**config.mk**
```make
export PLATFORM = sky130hd
export DESIGN_NAME = qos_cos_ctrl
export DESIGN_NICKNAME = d
export VERILOG_FILES = /design/src/rtl/qos_pkg.sv /design/src/rtl/qos_mask_ok.sv /design/src/rtl/qos_entry_table.sv /design/src/rtl/qos_cfg_ctrl.sv /design/src/rtl/qos_lookup.sv /design/src/rtl/qos_cos_ctrl.sv
export SDC_FILE = /design/constraint.sdc
export NUM_CORES = 1
export LEC_CHECK = 0
export BUFFER_PORTS_ARGS = -buffer_cell sky130_fd_sc_hd__buf_2
export CAP_MARGIN = 20
export CORE_MARGIN = 5
export CORE_UTILIZATION = 55
export CTS_CLUSTER_DIAMETER = 60
export DETAILED_ROUTE_END_ITERATION = 8
export MAX_ROUTING_LAYER = met4
export PLACE_DENSITY = 0.73
export SETUP_SLACK_MARGIN = 0.15
export SLEW_MARGIN = 15
export SYNTH_ARGS = -nofsm -noshare
export SYNTH_HDL_FRONTEND = slang
export SYNTH_HIERARCHICAL = 1
export SYNTH_SLANG_ARGS = --single-unit
```
**constraint.sdc**
```tcl
create_clock -name clk_i -period 3.8 [get_ports clk_i]
set_input_delay 0.76 -clock clk_i [delete_from_list [all_inputs] [get_ports clk_i]]
set_output_delay 0.76 -clock clk_i [all_outputs]
set_load 0.02 [all_outputs]
```
**src/rtl/qos_pkg.sv**
```systemverilog
package qos_pkg;
  typedef enum logic [2:0] {
    TGT_CLASS = 3'd0,
    TGT_L3    = 3'd1,
    TGT_L2    = 3'd2,
    TGT_BW    = 3'd3,
    TGT_MODE  = 3'd4
  } qos_tgt_e;

  function automatic int imin(input int a, input int b);
    return (a < b) ? a : b;
  endfunction

  function automatic int imax(input int a, input int b);
    return (a > b) ? a : b;
  endfunction
endpackage

```
**src/rtl/qos_mask_ok.sv**
```systemverilog
module qos_mask_ok #(
  parameter int W = 20
) (
  input  logic [W-1:0] mask_i,
  output logic         ok_o
);
  logic [W-1:0] low_bit;
  logic [W-1:0] carry;

  always_comb begin
    low_bit = mask_i & (~mask_i + W'(1));
    // adding the lowest set bit clears a contiguous run entirely
    carry   = mask_i + low_bit;
    ok_o    = (|mask_i) && ((carry & mask_i) == '0);
  end
endmodule

```
**src/rtl/qos_entry_table.sv**
```systemverilog
module qos_entry_table #(
  parameter int           ENTRIES = 8,
  parameter int           W       = 20,
  parameter int           IDX_W   = 3,
  parameter logic [W-1:0] RST_VAL = '1
) (
  input  logic             clk_i,
  input  logic             rst_ni,
  input  logic             we_i,
  input  logic [IDX_W-1:0] widx_i,
  input  logic [W-1:0]     wdata_i,
  input  logic [IDX_W-1:0] ridx_i,
  output logic [W-1:0]     rdata_o,
  input  logic [IDX_W-1:0] lidx_i,
  output logic [W-1:0]     ldata_o
);
  localparam logic [IDX_W:0] LAST = (IDX_W+1)'(ENTRIES);

  logic [W-1:0] mem [ENTRIES];

  always_ff @(posedge clk_i or negedge rst_ni) begin
    if (!rst_ni) begin
      for (int i = 0; i < ENTRIES; i++) mem[i] <= RST_VAL;
    end else if (we_i && ({1'b0, widx_i} < LAST)) begin
      mem[widx_i] <= wdata_i;
    end
  end

  always_comb begin
    rdata_o = '0;
    ldata_o = '0;
    for (int i = 0; i < ENTRIES; i++) begin
      if (ridx_i == IDX_W'(i)) rdata_o = mem[i];
      if (lidx_i == IDX_W'(i)) ldata_o = mem[i];
    end
  end
endmodule

```
**src/rtl/qos_cfg_ctrl.sv**
```systemverilog
module qos_cfg_ctrl
  import qos_pkg::*;
#(
  parameter int L3_E   = 8,
  parameter int L2_E   = 8,
  parameter int BW_E   = 6,
  parameter int L3_MW  = 20,
  parameter int L2_MW  = 8,
  parameter int IDX_W  = 3,
  parameter int CLS_W  = 3,
  parameter int DATA_W = 20,
  parameter int LIM_N  = 6,
  parameter int LIM_C  = 4
) (
  input  logic              clk_i,
  input  logic              rst_ni,
  input  logic              cfg_we_i,
  input  logic [2:0]        cfg_tgt_i,
  input  logic [IDX_W-1:0]  cfg_idx_i,
  input  logic [DATA_W-1:0] cfg_wdata_i,
  output logic [CLS_W-1:0]  cls_o,
  output logic              cdp_o,
  output logic              err_o,
  output logic              l3_we_o,
  output logic              l2_we_o,
  output logic              bw_we_o
);
  localparam logic [DATA_W-1:0] LIM_N_D = DATA_W'(LIM_N);
  localparam logic [DATA_W-1:0] LIM_C_D = DATA_W'(LIM_C);
  localparam logic [IDX_W:0]    L3_E_I  = (IDX_W+1)'(L3_E);
  localparam logic [IDX_W:0]    L2_E_I  = (IDX_W+1)'(L2_E);
  localparam logic [IDX_W:0]    BW_E_I  = (IDX_W+1)'(BW_E);

  logic [CLS_W-1:0] cls_q;
  logic             cdp_q, err_q;
  logic             l3_shape_ok, l2_shape_ok;
  logic             hit_cls, hit_mode, hit_l3, hit_l2, hit_bw;
  logic             cls_ok, mode_ok, l3_ok, l2_ok, bw_ok;
  logic [DATA_W-1:0] cls_ext, cur_lim, new_lim;
  logic             reject;

  qos_mask_ok #(.W(L3_MW)) u_l3_chk (.mask_i(cfg_wdata_i[L3_MW-1:0]), .ok_o(l3_shape_ok));
  qos_mask_ok #(.W(L2_MW)) u_l2_chk (.mask_i(cfg_wdata_i[L2_MW-1:0]), .ok_o(l2_shape_ok));

  always_comb begin
    hit_cls  = cfg_we_i && (cfg_tgt_i == TGT_CLASS);
    hit_mode = cfg_we_i && (cfg_tgt_i == TGT_MODE);
    hit_l3   = cfg_we_i && (cfg_tgt_i == TGT_L3);
    hit_l2   = cfg_we_i && (cfg_tgt_i == TGT_L2);
    hit_bw   = cfg_we_i && (cfg_tgt_i == TGT_BW);
    cls_ext  = DATA_W'(cls_q);
    cur_lim  = cdp_q ? LIM_C_D : LIM_N_D;
    new_lim  = cfg_wdata_i[0] ? LIM_C_D : LIM_N_D;
    cls_ok   = cfg_wdata_i < cur_lim;
    mode_ok  = cls_ext < new_lim;
    l3_ok    = ({1'b0, cfg_idx_i} < L3_E_I) && l3_shape_ok;
    l2_ok    = ({1'b0, cfg_idx_i} < L2_E_I) && l2_shape_ok;
    bw_ok    = ({1'b0, cfg_idx_i} < BW_E_I);
    reject   = (hit_cls && !cls_ok) || (hit_mode && !mode_ok) ||
               (hit_l3 && !l3_ok) || (hit_l2 && !l2_ok) || (hit_bw && !bw_ok);
  end

  always_ff @(posedge clk_i or negedge rst_ni) begin
    if (!rst_ni) begin
      cls_q <= '0;
      cdp_q <= 1'b0;
      err_q <= 1'b0;
    end else begin
      if (hit_cls && cls_ok)   cls_q <= CLS_W'(cfg_wdata_i);
      if (hit_mode && mode_ok) cdp_q <= cfg_wdata_i[0];
      if (reject)              err_q <= 1'b1;
    end
  end

  assign cls_o   = cls_q;
  assign cdp_o   = cdp_q;
  assign err_o   = err_q;
  assign l3_we_o = hit_l3 && l3_ok;
  assign l2_we_o = hit_l2 && l2_ok;
  assign bw_we_o = hit_bw && bw_ok;
endmodule

```
**src/rtl/qos_lookup.sv**
```systemverilog
module qos_lookup #(
  parameter int L3_MW = 20,
  parameter int L2_MW = 8,
  parameter int DLY_W = 10,
  parameter int IDX_W = 3,
  parameter int CLS_W = 3
) (
  input  logic             clk_i,
  input  logic             rst_ni,
  input  logic [CLS_W-1:0] cls_i,
  input  logic             cdp_i,
  input  logic             acc_code_i,
  output logic [IDX_W-1:0] l3_idx_o,
  output logic [IDX_W-1:0] cls_idx_o,
  input  logic [L3_MW-1:0] l3_val_i,
  input  logic [L2_MW-1:0] l2_val_i,
  input  logic [DLY_W-1:0] bw_val_i,
  output logic [L3_MW-1:0] l3_mask_o,
  output logic [L2_MW-1:0] l2_mask_o,
  output logic [DLY_W-1:0] bw_delay_o
);
  logic [CLS_W:0] pair_idx;

  always_comb begin
    // prioritization: data at 2n, code at 2n+1
    pair_idx  = {cls_i, acc_code_i};
    l3_idx_o  = cdp_i ? IDX_W'(pair_idx) : IDX_W'(cls_i);
    cls_idx_o = IDX_W'(cls_i);
  end

  always_ff @(posedge clk_i or negedge rst_ni) begin
    if (!rst_ni) begin
      l3_mask_o  <= '1;
      l2_mask_o  <= '1;
      bw_delay_o <= '0;
    end else begin
      l3_mask_o  <= l3_val_i;
      l2_mask_o  <= l2_val_i;
      bw_delay_o <= bw_val_i;
    end
  end
endmodule

```
**src/rtl/qos_cos_ctrl.sv**
```systemverilog
module qos_cos_ctrl
  import qos_pkg::*;
#(
  parameter int L3_E  = 8,
  parameter int L2_E  = 8,
  parameter int BW_E  = 6,
  parameter int L3_MW = 20,
  parameter int L2_MW = 8,
  parameter int DLY_W = 10,
  localparam int LIM_N  = imin(imin(L3_E, L2_E), BW_E),
  localparam int LIM_C  = imin(imin(L3_E / 2, L2_E), BW_E),
  localparam int CLS_W  = imax(1, $clog2(LIM_N)),
  localparam int IDX_W  = imax(1, $clog2(imax(imax(L3_E, L2_E), BW_E))),
  localparam int DATA_W = imax(imax(L3_MW, L2_MW), imax(DLY_W, CLS_W))
) (
  input  logic              clk_i,
  input  logic              rst_ni,
  input  logic              cfg_we_i,
  input  logic [2:0]        cfg_tgt_i,
  input  logic [IDX_W-1:0]  cfg_idx_i,
  input  logic [DATA_W-1:0] cfg_wdata_i,
  output logic [DATA_W-1:0] cfg_rdata_o,
  input  logic              acc_code_i,
  output logic [L3_MW-1:0]  l3_mask_o,
  output logic [L2_MW-1:0]  l2_mask_o,
  output logic [DLY_W-1:0]  bw_delay_o,
  output logic              err_o
);
  logic [CLS_W-1:0] cls_q;
  logic             cdp_q;
  logic             l3_we, l2_we, bw_we;
  logic [IDX_W-1:0] l3_idx, cls_idx;
  logic [L3_MW-1:0] l3_rd, l3_lk;
  logic [L2_MW-1:0] l2_rd, l2_lk;
  logic [DLY_W-1:0] bw_rd, bw_lk;

  qos_cfg_ctrl #(
    .L3_E(L3_E), .L2_E(L2_E), .BW_E(BW_E), .L3_MW(L3_MW), .L2_MW(L2_MW),
    .IDX_W(IDX_W), .CLS_W(CLS_W), .DATA_W(DATA_W), .LIM_N(LIM_N), .LIM_C(LIM_C)
  ) u_ctrl (
    .clk_i, .rst_ni, .cfg_we_i, .cfg_tgt_i, .cfg_idx_i, .cfg_wdata_i,
    .cls_o(cls_q), .cdp_o(cdp_q), .err_o,
    .l3_we_o(l3_we), .l2_we_o(l2_we), .bw_we_o(bw_we)
  );

  qos_entry_table #(.ENTRIES(L3_E), .W(L3_MW), .IDX_W(IDX_W), .RST_VAL('1)) u_l3_tab (
    .clk_i, .rst_ni, .we_i(l3_we), .widx_i(cfg_idx_i), .wdata_i(cfg_wdata_i[L3_MW-1:0]),
    .ridx_i(cfg_idx_i), .rdata_o(l3_rd), .lidx_i(l3_idx), .ldata_o(l3_lk)
  );

  qos_entry_table #(.ENTRIES(L2_E), .W(L2_MW), .IDX_W(IDX_W), .RST_VAL('1)) u_l2_tab (
    .clk_i, .rst_ni, .we_i(l2_we), .widx_i(cfg_idx_i), .wdata_i(cfg_wdata_i[L2_MW-1:0]),
    .ridx_i(cfg_idx_i), .rdata_o(l2_rd), .lidx_i(cls_idx), .ldata_o(l2_lk)
  );

  qos_entry_table #(.ENTRIES(BW_E), .W(DLY_W), .IDX_W(IDX_W), .RST_VAL('0)) u_bw_tab (
    .clk_i, .rst_ni, .we_i(bw_we), .widx_i(cfg_idx_i), .wdata_i(cfg_wdata_i[DLY_W-1:0]),
    .ridx_i(cfg_idx_i), .rdata_o(bw_rd), .lidx_i(cls_idx), .ldata_o(bw_lk)
  );

  qos_lookup #(
    .L3_MW(L3_MW), .L2_MW(L2_MW), .DLY_W(DLY_W), .IDX_W(IDX_W), .CLS_W(CLS_W)
  ) u_lookup (
    .clk_i, .rst_ni, .cls_i(cls_q), .cdp_i(cdp_q), .acc_code_i,
    .l3_idx_o(l3_idx), .cls_idx_o(cls_idx),
    .l3_val_i(l3_lk), .l2_val_i(l2_lk), .bw_val_i(bw_lk),
    .l3_mask_o, .l2_mask_o, .bw_delay_o
  );

  always_comb begin
    case (cfg_tgt_i)
      TGT_CLASS: cfg_rdata_o = DATA_W'(cls_q);
      TGT_L3:    cfg_rdata_o = DATA_W'(l3_rd);
      TGT_L2:    cfg_rdata_o = DATA_W'(l2_rd);
      TGT_BW:    cfg_rdata_o = DATA_W'(bw_rd);
      TGT_MODE:  cfg_rdata_o = DATA_W'(cdp_q);
      default:   cfg_rdata_o = '0;
    endcase
  end
endmodule

```
==> metrics.md <==
| Metric | Value |
|---|---|
| Mapped Avg Cell Area | 12.6 sq um |
| Post-route ant nets | 0 |
| RSZ-0062 raised after global routing | true |
| Core Rows | 67 |
| CTS tree | yes |
| Largest net degree at the start of global routing | 89 |
| Mapped Area | 0.0186 sq mm |
| Core area | 0.0334 sq mm |
| Most common cell after layout, fill and taps aside | dfstp_2 |
| Total vias in the final route | 13700 |
| TritonRoute pass-1 iters | 5 |
| Final setup fails | 160 |
| ANT cells | 0 |
| Die width | 194 microns |
| Worst Tran Pin Value | 0.983 ns |
| Chip height | 194 microns |
| Min Tclk post-route | 4.04 ns |
| Worst r2r src | u_ctrl/cls_o[1]$_DFFE_PN0P_ |
| Die area | 0.0376 sq mm |
| Fin. Hold Viols | 0 |
| TNS Setup | -24.15 ns |
| CTS Root Buffer Type | clkbuf_16 |
| Outcome | finished with violations |
| Overall Power | 8.14 mW |
| DP Worst Slack | -0.820 ns |
| Global-route wire length before repair | 80900 microns |
| Peak Freq | 0.248 GHz |
| Syn Inst Count | 1479 |
| Slew headroom | 34.2% |
| Initial antenna violation count | 1 |
| Type of the most critical hold path | input pin to async pin |
| Commonest cells after routing, fill and taps aside | dfstp_2, mux2_2, mux2i_1, buf_4, mux2_4 |
| R2R depth | 6 |
| Max_cap viols | 0 |
| Worst EP required | 4.25 ns |
| Routability cong. | 0.848 |
| Top-area cell type share of the netlist area | 35.6% |
| CP arrival | 4.49 ns |
| H-tree lvl count | 2 |
| Clock tree sinks | 327 |
| Min Hold Slack | 0.223 ns |
| Clk Latency, worst-skew pair | 0.54 ns |
| Worst Slack Setup Final | -0.237 ns |
| Crit Path Max Fanout | 8 |
| Clock buffer depth | 3 |
| Main synth FF type | dfstp_2 |
| Total CTS buffers | 38 |
| Post-synthesis async set-or-reset flop share | 100% |
| DP Wirelength | 32800 microns |
| VDD IR max | 0.378 mV |
| Kind of critical path | input pin to flop |
| WL/cell | 25.0 microns |
| Vias in the first global route | 13600 |
| Nets@finish | 1647 |
| Worst clock skew | 0.0197 ns |
| I/O Pins | 89 |
| Part of the cycle the worst path needs | 106% |
| Vias per cell | 6.55 |
| PwrDens | 373 mW/mm^2 |
| CP startpoint kind | input pin |
| Max Transition Viols Final | 0 |
| Post-synth EDFFs | 0 |
| Post-Route WL | 52400 microns |
| Synth top area cells | dfstp_2, mux2_2, dfrtp_1 |
| Residual DRC | 0 |
| CP endpoint kind | flop |
| Total nets after synthesis | 1509 |
| Pleak | 9.00 nW |
| Seq cells post-synth | 327 |
| RR Endpoint | u_lookup/l3_mask_o[2]$_DFF_PN1_ |
| Layout cell share with drive strength beyond 1 | 53.6% |
| Starting density of the core | 55.5% |
| Synth-to-Final Area Change | 17.4% |
| Synthesis Warnings | 6 |
| Gr usage total | 27.7% |
| Hold Buf Count CTS | 0 |
| Worst-path clk slew | 0.06 ns |
| Area leader, netlist | dfstp_2 |
| Initial DRC Count | 1209 |
| Gr ovfl total | 0 |
| Cell variety after synth | 74 |
| Failing checks | setup timing |
| Setup slack, reg-to-reg | 1.33 ns |
| Sequential fraction of the synthesis area | 45.7% |
| Number of port buffers | 88 |
[worst max path at each step]
stage	cells after the start	end	start
2_1_floorplan	13	u_l3_tab/mem[102]$_DFFE_PN1P_	cfg_wdata_i[1]
3_3_place_gp	14	u_l3_tab/mem[116]$_DFFE_PN1P_	cfg_wdata_i[1]
3_5_place_dp	14	u_l3_tab/mem[101]$_DFFE_PN1P_	cfg_wdata_i[1]
4_1_cts	16	u_l3_tab/mem[137]$_DFFE_PN1P_	cfg_wdata_i[7]
5_1_grt	16	u_l3_tab/mem[141]$_DFFE_PN1P_	cfg_wdata_i[7]
6_report	16	u_l3_tab/mem[148]$_DFFE_PN1P_	cfg_wdata_i[7]
[registers in the layout, summed over array words and instances, names as in the netlist]
signal / cells
u_bw_tab/mem: 60
u_ctrl/cdp_o: 1
u_ctrl/cls_o: 3
u_ctrl/err_o: 1
u_l2_tab/mem: 64
u_l3_tab/mem: 160
u_lookup/bw_delay_o: 10
u_lookup/l2_mask_o: 8
u_lookup/l3_mask_o: 20
[metal layers]
layer | routed length, microns | vias to the layer above | GRT usage (%)
met2 | 24800 | 534 | 43.0
li1 | - | 5973 | -
met1 | 23000 | 7097 | 38.1
met5 | 0 | - | -
met3 | 3190 | 95 | 4.15
met4 | 1450 | 0 | 8.05
[area by class of cell]
| class | count | area (sq um) |
|---|---|---|
| Inverter | 11 | 41.3 |
| Timing Repair Buffer | 216 | 1770 |
| Tap cell | 448 | 561 |
| Sequential cell | 327 | 8500 |
| Multi-Input combinational cell | 1023 | 9760 |
| Clock inverter | 9 | 81.3 |
| Clock buffer | 59 | 1090 |
| Fill cell | 2434 | 11600 |
[worst max-delay path: stages]
cell	delay, ns
buf_8	0.11
or4_4	0.53
or4_4	0.53
o41a_1	0.35
or3b_1	0.36
a21oi_1	0.15
nand4_1	0.10
nor4_2	0.16
inv_1	0.12
nor3_4	0.18
buf_6	0.14
nand2b_4	0.08
buf_6	0.13
nor3_4	0.25
buf_6	0.21
mux2_4	0.31
[metrics by stage]
step / util [%] / instances / area, sq um
after global routing: 65.2 / 2093 / 21800
after detailed placement: 59.9 / 2005 / 20000
after CTS: 64.8 / 2087 / 21700
final: 65.2 / 2093 / 21800
after floorplan: - / 1479 / 18800
after global placement: 59.9 / 2005 / 20000
[synth_stat cells (all sizes together), types with 30 or more instances]
master / instances
a221oi: 32
o21ai: 53
mux2i: 100
a21oi: 33
buf: 82
dfrtp: 75
clkbuf: 36
or3b: 34
nand2: 31
mux2: 316
nor2: 42
a22oi: 30
mux4: 34
nor2b: 53
dfstp: 252
[logic make-up (layout without fill, tap and decap cells)]
kind of cell	Yosys count	count (layout)	synth area share (%)
mux	450	450	29.0
flops	327	327	45.7
compound gates	304	304	12.1
simple gates	269	269	9.31
buf+inv	129	295	3.78
[report_power, final]
group / internal (mW) / total [mW] / switching [mW]
sequential: 3.66 / 3.74 / 0.0815
combinational: 0.362 / 0.926 / 0.564
clock: 2.05 / 3.48 / 1.43
[timing repair]
item / 4_1_cts / 5_1_grt
cloned: 4 / 3
pin swaps: 5 / 1
endpoints found under the setup margin: 160 / 164
gates resized for setup: 85 / 20
setup buffers: 10 / 3
No activity file was read; power rests on OpenSTA's default activity.
